$ cat src/rtl/cw_pkg.sv
package cw_pkg;

  typedef enum logic [1:0] {
    ST_RUN     = 2'd0,
    ST_DRAIN   = 2'd1,
    ST_SLEEP   = 2'd2,
    ST_SERVICE = 2'd3
  } cw_state_e;

  typedef enum logic {
    KIND_WFI = 1'b0,
    KIND_WFE = 1'b1
  } cw_kind_e;

  // A wake source for the current kind of wait
  function automatic logic wake_hit(cw_kind_e kind, logic irq_s_n,
                                    logic fiq_s_n, logic evt_flag);
    return (!irq_s_n) || (!fiq_s_n) || ((kind == KIND_WFE) && evt_flag);
  endfunction

  // Event register update: a new edge beats a simultaneous clear
  function automatic logic evt_next(logic cur, logic set, logic clr);
    return set | (cur & ~clr);
  endfunction

  // Edges from pin change to idle output drop on the interrupt path
  function automatic int unsigned wake_cycles(int unsigned stages);
    return stages + 1;
  endfunction

endpackage

$ cat src/rtl/cw_sync.sv
module cw_sync #(
  parameter int unsigned WIDTH  = 3,
  parameter int unsigned STAGES = 2,
  parameter logic [WIDTH-1:0] RST_VAL = '0
) (
  input  logic             clk,
  input  logic             rst_n,
  input  logic [WIDTH-1:0] din,
  output logic [WIDTH-1:0] dout
);
  logic [WIDTH-1:0] chain [STAGES];

  for (genvar g = 0; g < STAGES; g++) begin : g_stage
    if (g == 0) begin : g_first
      always_ff @(posedge clk or negedge rst_n) begin
        if (!rst_n) chain[g] <= RST_VAL;
        else        chain[g] <= din;
      end
    end else begin : g_next
      always_ff @(posedge clk or negedge rst_n) begin
        if (!rst_n) chain[g] <= RST_VAL;
        else        chain[g] <= chain[g-1];
      end
    end
  end

  assign dout = chain[STAGES-1];
endmodule

$ cat src/rtl/cw_event_reg.sv
module cw_event_reg
  import cw_pkg::*;
(
  input  logic clk,
  input  logic rst_n,
  input  logic evt_s,
  input  logic evt_clr,
  output logic evt_edge,
  output logic evt_flag
);
  logic evt_q;

  assign evt_edge = evt_s & ~evt_q;

  always_ff @(posedge clk or negedge rst_n) begin
    if (!rst_n) begin
      evt_q    <= 1'b0;
      evt_flag <= 1'b0;
    end else begin
      evt_q    <= evt_s;
      evt_flag <= evt_next(evt_flag, evt_edge, evt_clr);
    end
  end
endmodule

$ cat src/rtl/cw_fsm.sv
module cw_fsm
  import cw_pkg::*;
(
  input  logic clk,
  input  logic rst_n,
  input  logic wait_req,
  input  logic wait_kind,
  input  logic drained,
  input  logic irq_s_n,
  input  logic fiq_s_n,
  input  logic evt_flag,
  input  logic svc_req,
  input  logic svc_done,
  output logic clk_en,
  output logic idle_wfi,
  output logic idle_wfe,
  output logic evt_clr,
  output logic wake_now,
  output logic in_service
);
  cw_state_e st_q, st_d;
  cw_kind_e  kind_q, kind_d;
  logic      asleep;

  assign asleep   = (st_q == ST_SLEEP) || (st_q == ST_SERVICE);
  assign wake_now = asleep && wake_hit(kind_q, irq_s_n, fiq_s_n, evt_flag);

  always_comb begin
    st_d    = st_q;
    kind_d  = kind_q;
    evt_clr = 1'b0;
    case (st_q)
      ST_RUN: begin
        if (wait_req) begin
          if (wait_kind && evt_flag) begin
            evt_clr = 1'b1;
          end else begin
            st_d   = ST_DRAIN;
            kind_d = wait_kind ? KIND_WFE : KIND_WFI;
          end
        end
      end
      ST_DRAIN: begin
        if (drained) st_d = ST_SLEEP;
      end
      ST_SLEEP: begin
        if (wake_now)     st_d = ST_RUN;
        else if (svc_req) st_d = ST_SERVICE;
      end
      ST_SERVICE: begin
        if (wake_now)      st_d = ST_RUN;
        else if (svc_done) st_d = ST_SLEEP;
      end
      default: st_d = ST_RUN;
    endcase
    if (wake_now && (kind_q == KIND_WFE)) evt_clr = 1'b1;
  end

  always_ff @(posedge clk or negedge rst_n) begin
    if (!rst_n) begin
      st_q   <= ST_RUN;
      kind_q <= KIND_WFI;
    end else begin
      st_q   <= st_d;
      kind_q <= kind_d;
    end
  end

  assign clk_en     = (st_q != ST_SLEEP);
  assign in_service = (st_q == ST_SERVICE);
  assign idle_wfi   = asleep && (kind_q == KIND_WFI);
  assign idle_wfe   = asleep && (kind_q == KIND_WFE);
endmodule

$ cat src/rtl/cw_wait_ctrl.sv
module cw_wait_ctrl
  import cw_pkg::*;
#(
  parameter int unsigned SYNC_STAGES = 2,
  parameter int unsigned WAKE_LIMIT  = 10
) (
  input  logic clk,
  input  logic rst_n,
  input  logic wait_req,
  input  logic wait_kind,
  input  logic drained,
  input  logic irq_n,
  input  logic fiq_n,
  input  logic evt_in,
  input  logic snoop_req,
  input  logic maint_req,
  input  logic dbg_req,
  input  logic svc_done,
  output logic clk_en,
  output logic idle_wfi,
  output logic idle_wfe
);
  localparam int unsigned SYNC_W    = 3;
  localparam int unsigned WAKE_PATH = wake_cycles(SYNC_STAGES);
  localparam logic [SYNC_W-1:0] SYNC_RST = 3'b011;

  logic [SYNC_W-1:0] sync_in, sync_out;
  logic irq_s_n, fiq_s_n, evt_s;
  logic evt_edge, evt_flag, evt_clr;
  logic svc_req, wake_now, in_service;

  assign sync_in = {evt_in, fiq_n, irq_n};

  cw_sync #(
    .WIDTH  (SYNC_W),
    .STAGES (SYNC_STAGES),
    .RST_VAL(SYNC_RST)
  ) u_sync (
    .clk (clk),
    .rst_n(rst_n),
    .din (sync_in),
    .dout(sync_out)
  );

  assign irq_s_n = sync_out[0];
  assign fiq_s_n = sync_out[1];
  assign evt_s   = sync_out[2];
  assign svc_req = snoop_req | maint_req | dbg_req;

  cw_event_reg u_evt (
    .clk     (clk),
    .rst_n   (rst_n),
    .evt_s   (evt_s),
    .evt_clr (evt_clr),
    .evt_edge(evt_edge),
    .evt_flag(evt_flag)
  );

  cw_fsm u_fsm (
    .clk       (clk),
    .rst_n     (rst_n),
    .wait_req  (wait_req),
    .wait_kind (wait_kind),
    .drained   (drained),
    .irq_s_n   (irq_s_n),
    .fiq_s_n   (fiq_s_n),
    .evt_flag  (evt_flag),
    .svc_req   (svc_req),
    .svc_done  (svc_done),
    .clk_en    (clk_en),
    .idle_wfi  (idle_wfi),
    .idle_wfe  (idle_wfe),
    .evt_clr   (evt_clr),
    .wake_now  (wake_now),
    .in_service(in_service)
  );
endmodule

$ cat config.mk
export PLATFORM = sky130hd
export DESIGN_NAME = cw_wait_ctrl
export DESIGN_NICKNAME = d
export VERILOG_FILES = /design/src/rtl/cw_pkg.sv /design/src/rtl/cw_sync.sv /design/src/rtl/cw_event_reg.sv /design/src/rtl/cw_fsm.sv /design/src/rtl/cw_wait_ctrl.sv
export SDC_FILE = /design/constraint.sdc
export NUM_CORES = 1
export LEC_CHECK = 0
export ABC_AREA = 1
export CORE_ASPECT_RATIO = 0.75
export CORE_MARGIN = 3
export CORE_UTILIZATION = 23
export CTS_BUF_LIST = sky130_fd_sc_hd__clkbuf_16
export DETAILED_ROUTE_END_ITERATION = 10
export GPL_TIMING_DRIVEN = 0
export MAX_ROUTING_LAYER = met4
export PLACE_DENSITY = 0.52
export SLEW_MARGIN = 20
export SYNTH_ARGS = -nofsm -noshare
export SYNTH_HDL_FRONTEND = slang
export SYNTH_SLANG_ARGS = --single-unit
$ cat constraint.sdc
create_clock -name clk -period 2 [get_ports clk]
set_input_delay 0.3 -clock clk [delete_from_list [all_inputs] [get_ports clk]]
set_output_delay 0.3 -clock clk [all_outputs]
set_load 0.01 [all_outputs]
==> results of run 1 <==
-- cell usage after synthesis --
master	number	area [um^2]
inv_2	1	3.750
inv_1	7	26.28
nand3b_1	1	7.510
dfstp_2	4	105.1
dfrtp_1	7	175.2
a21oi_1	1	5.000
nor2_1	7	26.28
nor3_1	1	5.000
o21ai_0	1	5.000
nand2_1	18	67.56
and2_1	1	6.260
nand3_1	3	15.01
nand4_1	3	18.77
nor2_2	1	6.260
buf_6	1	11.26
-- through the flow --
| stage | worst slack [ns] | total power, mW | hold slack (ns) | utilization [%] | instances |
|---|---|---|---|---|---|
| 2_1_floorplan | 0.9711 | 0.5079 | 0.004409 | - | 57 |
| 3_3_place_gp | 0.5862 | 0.6212 | 0.3335 | 35.16 | 93 |
| 3_5_place_dp | 0.5865 | 0.6215 | 0.3413 | 35.16 | 93 |
| 4_1_cts | 0.3301 | 0.9731 | 0.3501 | 39.41 | 97 |
| 5_1_grt | 0.2714 | 1.034 | 0.3592 | 39.41 | 97 |
| 6_report | 0.3333 | 0.9590 | 0.3473 | 39.41 | 97 |
-- final cells by class --
cell class	instances	area, um^2
fill	192	1124
sequential	11	280.3
multi-input combinational	37	162.7
timing repair buffer	14	140.1
clock buffer	3	75.07
inverter	8	30.03
tap	22	27.53
buffer	1	11.26
clock inverter	1	3.754
-- sequential cells by signal, indices dropped and copies added, names as in the netlist --
signal          cells
u_sync.dout         3
u_fsm.kind_q        1
u_evt.evt_flag      1
u_evt.evt_q         1
u_sync.chain        3
u_fsm.st_q          2
-- cells by family (layout without fill, tap and decap cells) --
kind of cell | count (synthesis) | after routing | share of synthesized area (%)
simple gates | 35 | 35 | 31.53
flops | 11 | 11 | 57.88
buf+inv | 9 | 27 | 8.527
compound gates | 2 | 2 | 2.065
-- power by group through the flow --
stage	logic, mW	registers [mW]	clock network (mW)
floorplan	0.203	0.304	0
global placement	0.305	0.316	0
detailed placement	0.306	0.316	0
CTS	0.306	0.313	0.354
global route	0.344	0.319	0.371
finish	0.302	0.313	0.344
-- final timing paths --
path	from	endpoint	slack (ns)	cells past startpoint
setup reg to reg	u_sync.dout[0]	u_fsm.st_q[0]	0.88	7
max in group asynchronous	rst_n	u_sync.dout[1]	1.27	1
hold / removal	u_sync.chain[5]	u_sync.dout[2]	0.35	0
setup / recovery	u_fsm.st_q[0]	clk_en	0.33	3
min in group asynchronous	rst_n	u_fsm.kind_q	0.39	1
hold reg to reg	u_sync.chain[5]	u_sync.dout[2]	0.35	0
-- routing by layer --
layer	vias up	routed length (um)
met5	-	0
met4	0	5
li1	212	-
met3	2	62
met1	181	465
met2	9	349
-- critical path, stage by stage (launching register included) --
cell             delay, ns
dfrtp_1               0.42
inv_1                 0.10
nand2_1               0.09
clkdlybuf4s50_1       0.53
-- placed cells by master, fill, tap and decap left out, types with 3 or more instances in the layout --
| cell type | Yosys | layout |
|---|---|---|
| nor2_1 | 7 | 7 |
| clkbuf_16 | 0 | 3 |
| clkdlybuf4s50_1 | 0 | 14 |
| dfrtp_1 | 7 | 7 |
| nand4_1 | 3 | 3 |
| nand2_1 | 18 | 18 |
| dfstp_2 | 4 | 4 |
| inv_1 | 7 | 8 |
| nand3_1 | 3 | 3 |
==> metrics.md, run 1 <==
| Metric | Value |
|---|---|
| Max-slew violations | 0 |
| Drt wl/cell | around 9.1 um |
| Placement Rows | 13 |
| Final setup TNS | 0 ns |
| Critical Path RT | approximately 1.7 ns |
| Clock skew | 0.0005825 ns |
| Startpoint Class | flip-flop |
| Dpl cell area | 651.9 um^2 |
| Slew @ Worst Pin | roughly 0.45 ns |
| Crit Path Class | reg -> out |
| Vias in the first global route | 348 |
| DRT Wirelength | about 880 um |
| Antenna Nets Post-Route | 0 |
| Synthesized flop and latch total | 11 |
| Switching share of total power | between 20% and 30% |
| GR peak layer | met2 |
| CP arrival | approximately 1.4 ns |
| Status | finished clean |
| Comb power frac | 31.5% |
| DRC Markers | 0 |
| Initial core utilization | between 20% and 30% |
| Global Route met1 Usage | 9.549% |
| MaxCap Viol Count | 0 |
| All-Layer GR Usage | under 10% |
| Pwr dens | 1312 nW/um^2 |
| Int Power | between 0.6 and 0.7 mW |
| Mean Syn Cell Area | approximately 8.5 um^2 |
| Hpwl dp | ~710 um |
| Crit path capture type | output pin |
| CTS Hold Bufs | 0 |
| Largest net degree at the start of global routing | 12 |
| Io pins | 15 |
| Max_slew headroom | 69.80% |
| M3 GR Usage | under 10% |
| Sw Pwr | 0.2824 mW |
| Worst skew pair latency | between 0.2 and 0.25 ns |
| Hold Crit Class | reg -> reg |
| TritonRoute pass-1 iters | 4 |
| Synthesized area | 484.2 um^2 |
| Unrepaired setup endpoints after global routing | false |
| Clock share of power | 35.8% |
| Num Clock Sinks | 11 |
| Fraction of layout cells with a size suffix above 1 | between 10% and 20% |
| Post-CTS Resized | 0 |
| # setup viols final | 0 |
| Chip Width | about 60 um |
| Core area | between 1500 and 2000 um^2 |
| Detailed Route Iter0 Violations | 11 |
| Die Ht | ~46 um |
| Port Buffers | 14 |
| LEAKAGE | 0.3542 nW |
| Fin crit period | around 1.7 ns |
| ANT cells | 0 |
| H-tree levels | 1 |
| Synth warn | 0 |
| CTS clock-pin slew for the worst setup and hold paths | around 0.04 ns |
| Synth-to-layout area growth | 50.90% |
| Final hold violations | 0 |
| Finished layout cell area | roughly 730 um^2 |
| Worst VDD drop | 0.001013 V |
| Post-CTS Setup Repair Bufs | 0 |
| Antenna violations before repair | 0 |
| CP Max Fanout | 5 |
| Peak Freq | 600.0 MHz |
| Syn Inst Count | 57 |
| # nets final | 88 |
| Total gr overflow | 0 |
| Post-Syn Nets | 69 |
| CTS buffer count | 3 |
| Gp weighted congestion | around 0.81 |
| CTS Root Cell | clkbuf_16 |
| Final period utilization | 83.33% |
| DIE AREA | approximately 2700 um^2 |
| Yosys cell types | 15 |
| Reg power frac | 32.7% |
| Drt via density | ~4.2 |
| Via count | 404 |
| Global-route wire length before repair | between 1 and 1.5 mm |
| Met2 Resource Use GR | roughly a tenth |
| TritonCTS clock tree | built |
| Sequential area share after synthesis | between 50% and 60% |
| CTS Buffer Depth | 2 |
No activity file was read; power rests on OpenSTA's default activity.
==> run 2, diff against run 1 <==
- clock period: 2 -> 1.7 ns (I/O delays scaled with it)
==> results of run 2 <==
Same layout as run 1 (identical final DEF). Status: finished clean.
Main changes from that run: setup slack after placement 0.5865 ns -> 0.3315 ns; setup slack after layout 0.3333 ns -> 0.07834 ns; hold slack 0.3473 ns -> 0.3436 ns; register-to-register setup slack 0.88 ns -> 0.58 ns; total power 0.9590 mW -> 1.128 mW; worst IR drop on VDD 0.001013 V -> 0.001192 V
==> run 3, diff against run 2 <==
- PLACE_DENSITY: 0.52 -> default
==> run 3 against run 2 <==
Net effect:
- sequential power barely moved
- largest power group unchanged
- register-to-register slack barely moved
- fmax rose by 0.86%
- non-clock buffer count did not move
- critical path depth did not move
- sequential share of layout area fell by 0.13 points
- first-iteration DRC count fell by 64%
- cell area rose by 0.34%
- power rose by 0.34%
- routed wire length rose by 1.6%
- global-route usage rose by 0.61 points
- die area did not move
==> metrics.md, run 3 (same netlist as run 1, synthesis figures left out) <==
| Metric | Value |
|---|---|
| Status | finished clean |
| Max-slew violations | 0 |
| Hpwl dp | between 700 and 800 um |
| Final period utilization | a little over nine tenths |
| Post-CTS Setup Repair Bufs | 0 |
| Peak Freq | about 620 MHz |
| Max_slew headroom | 69.52% |
| # setup viols final | 0 |
| Core area | 1854 um^2 |
| Most common cell after layout, fill and taps aside | nand2_1 |
| Startpoint Class | flip-flop |
| Final hold violations | 0 |
| Antenna violations before repair | 0 |
| # nets final | 88 |
| All-Layer GR Usage | between 8 and 9% |
| Drt via density | 4.247 |
| DIE AREA | roughly 2700 um^2 |
| Reg2reg start | u_sync.dout[0] |
| Pwr dens | around 1500 nW/um^2 |
| Crit path capture type | output pin |
| Fraction of layout cells with a size suffix above 1 | between 10% and 20% |
| H-tree levels | 1 |
| ANT cells | 0 |
| MaxCap Viol Count | 0 |
| Vias in the first global route | 372 |
| CTS buffer count | 3 |
| TritonRoute pass-1 iters | 4 |
| TritonCTS clock tree | built |
| Hold_ws | between 0.3 and 0.4 ns |
| Placement Rows | 13 |
| Worst skew pair latency | around 0.23 ns |
| CP Max Fanout | 5 |
| Synth-to-layout area growth | 51.42% |
| Die Ht | about 46 um |
| Slew @ Worst Pin | about 0.46 ns |
| Gp weighted congestion | between 0.8 and 0.9 |
| Detailed Route Iter0 Violations | 4 |
| Total gr overflow | 0 |
| Antenna Nets Post-Route | 0 |
| CTS Hold Bufs | 0 |
| Via count | 412 |
| CTS Root Cell | clkbuf_16 |
| Clock skew | between 0.0002 and 0.00025 ns |
| Global-route wire length before repair | between 1 and 1.5 mm |
| Critical Path RT | between 1 and 1.5 ns |
| Final setup TNS | 0 ns |
| Most frequent cells in the layout | nand2_1, clkdlybuf4s50_1, inv_1 |
| Initial core utilization | 26.11% |
| Unrepaired setup endpoints after global routing | false |
| Drt wl/cell | between 9 and 10 um |
| CTS clock-pin slew for the worst setup and hold paths | 0.04 ns |
| CP Launch Point | u_fsm.st_q[0] |
| Io pins | 15 |
| CTS Buffer Depth | 2 |
| DRC Markers | 0 |
| Crit Path Class | reg -> out |
| LEAKAGE | ~0.37 nW |
| Worst VDD drop | around 0.00097 V |
| DRT Wirelength | ~900 um |
| Port Buffers | 14 |
| CP arrival | 1.35 ns |
| Num Clock Sinks | 11 |
| Fin crit period | approximately 1.6 ns |
| Largest net degree at the start of global routing | 12 |
| Hold Crit Class | in -> async |
| Chip Width | between 50 and 60 um |
| Post-CTS Resized | 0 |
[run 3: cell count changes in the layout (fill, tap and decap cells not counted), sizes merged]
cell and change:
clkdlybuf4s50 -1, dlymetal6s2s +1
[run 3: path summary, 6_finish.rpt]
path                             endpoint  slack [ns]  cells past startpoint
max                                clk_en        0.09                      3
min                          u_fsm.kind_q        0.34                      1
max reg2reg                 u_fsm.st_q[1]        0.58                      7
min reg2reg                u_sync.dout[2]        0.34                      0
max in group asynchronous  u_sync.dout[1]        1.02                      1
min in group clk           u_sync.dout[2]        0.34                      0
[run 3: critical path, cell delays in order, from the launching register on]
cell             delay (ns)
dfrtp_1                0.41
inv_1                  0.10
nand2_1                0.08
clkdlybuf4s50_1        0.53
[run 3: area by class of cell]
cell class	count	area, um^2
inverter	8	30.03
clock inverter	1	3.754
timing repair buffer	14	142.6
sequential	11	280.3
clock buffer	3	75.07
fill	203	1121
buffer	1	11.26
tap	22	27.53
multi-input combinational	37	162.7
[run 3: power by group]
part / switching [mW] / internal, mW
logic: 0.191 / 0.165
clock network: 0.101 / 0.307
registers: 0.0458 / 0.322
total: 0.338 / 0.794
[run 3: per-layer routing]
layer  global-route usage [%]  part of all wire (%)  up-vias
met5                        -                     0        -
met2                    12.11                    47        9
met1                    9.154                    47      190
met3                    4.249                   6.0        0
li1                         -                     -      213
met4                    2.715                     0        0
[run 3: per-stage QoR]
step / power (mW) / worst slack [ns] / cell area, um^2 / util [%] / std cells
6_report: 1.132 / 0.09215 / 733.2 / 39.54 / 97
5_1_grt: 1.223 / 0.009436 / 733.2 / 39.54 / 97
4_1_cts: 1.153 / 0.06665 / 730.7 / 39.41 / 97
3_5_place_dp: 0.7292 / 0.3339 / 651.9 / 35.16 / 93
3_3_place_gp: 0.7258 / 0.3421 / 651.9 / 35.16 / 93
2_1_floorplan: 0.5975 / 0.6711 / 484.2 / - / 57
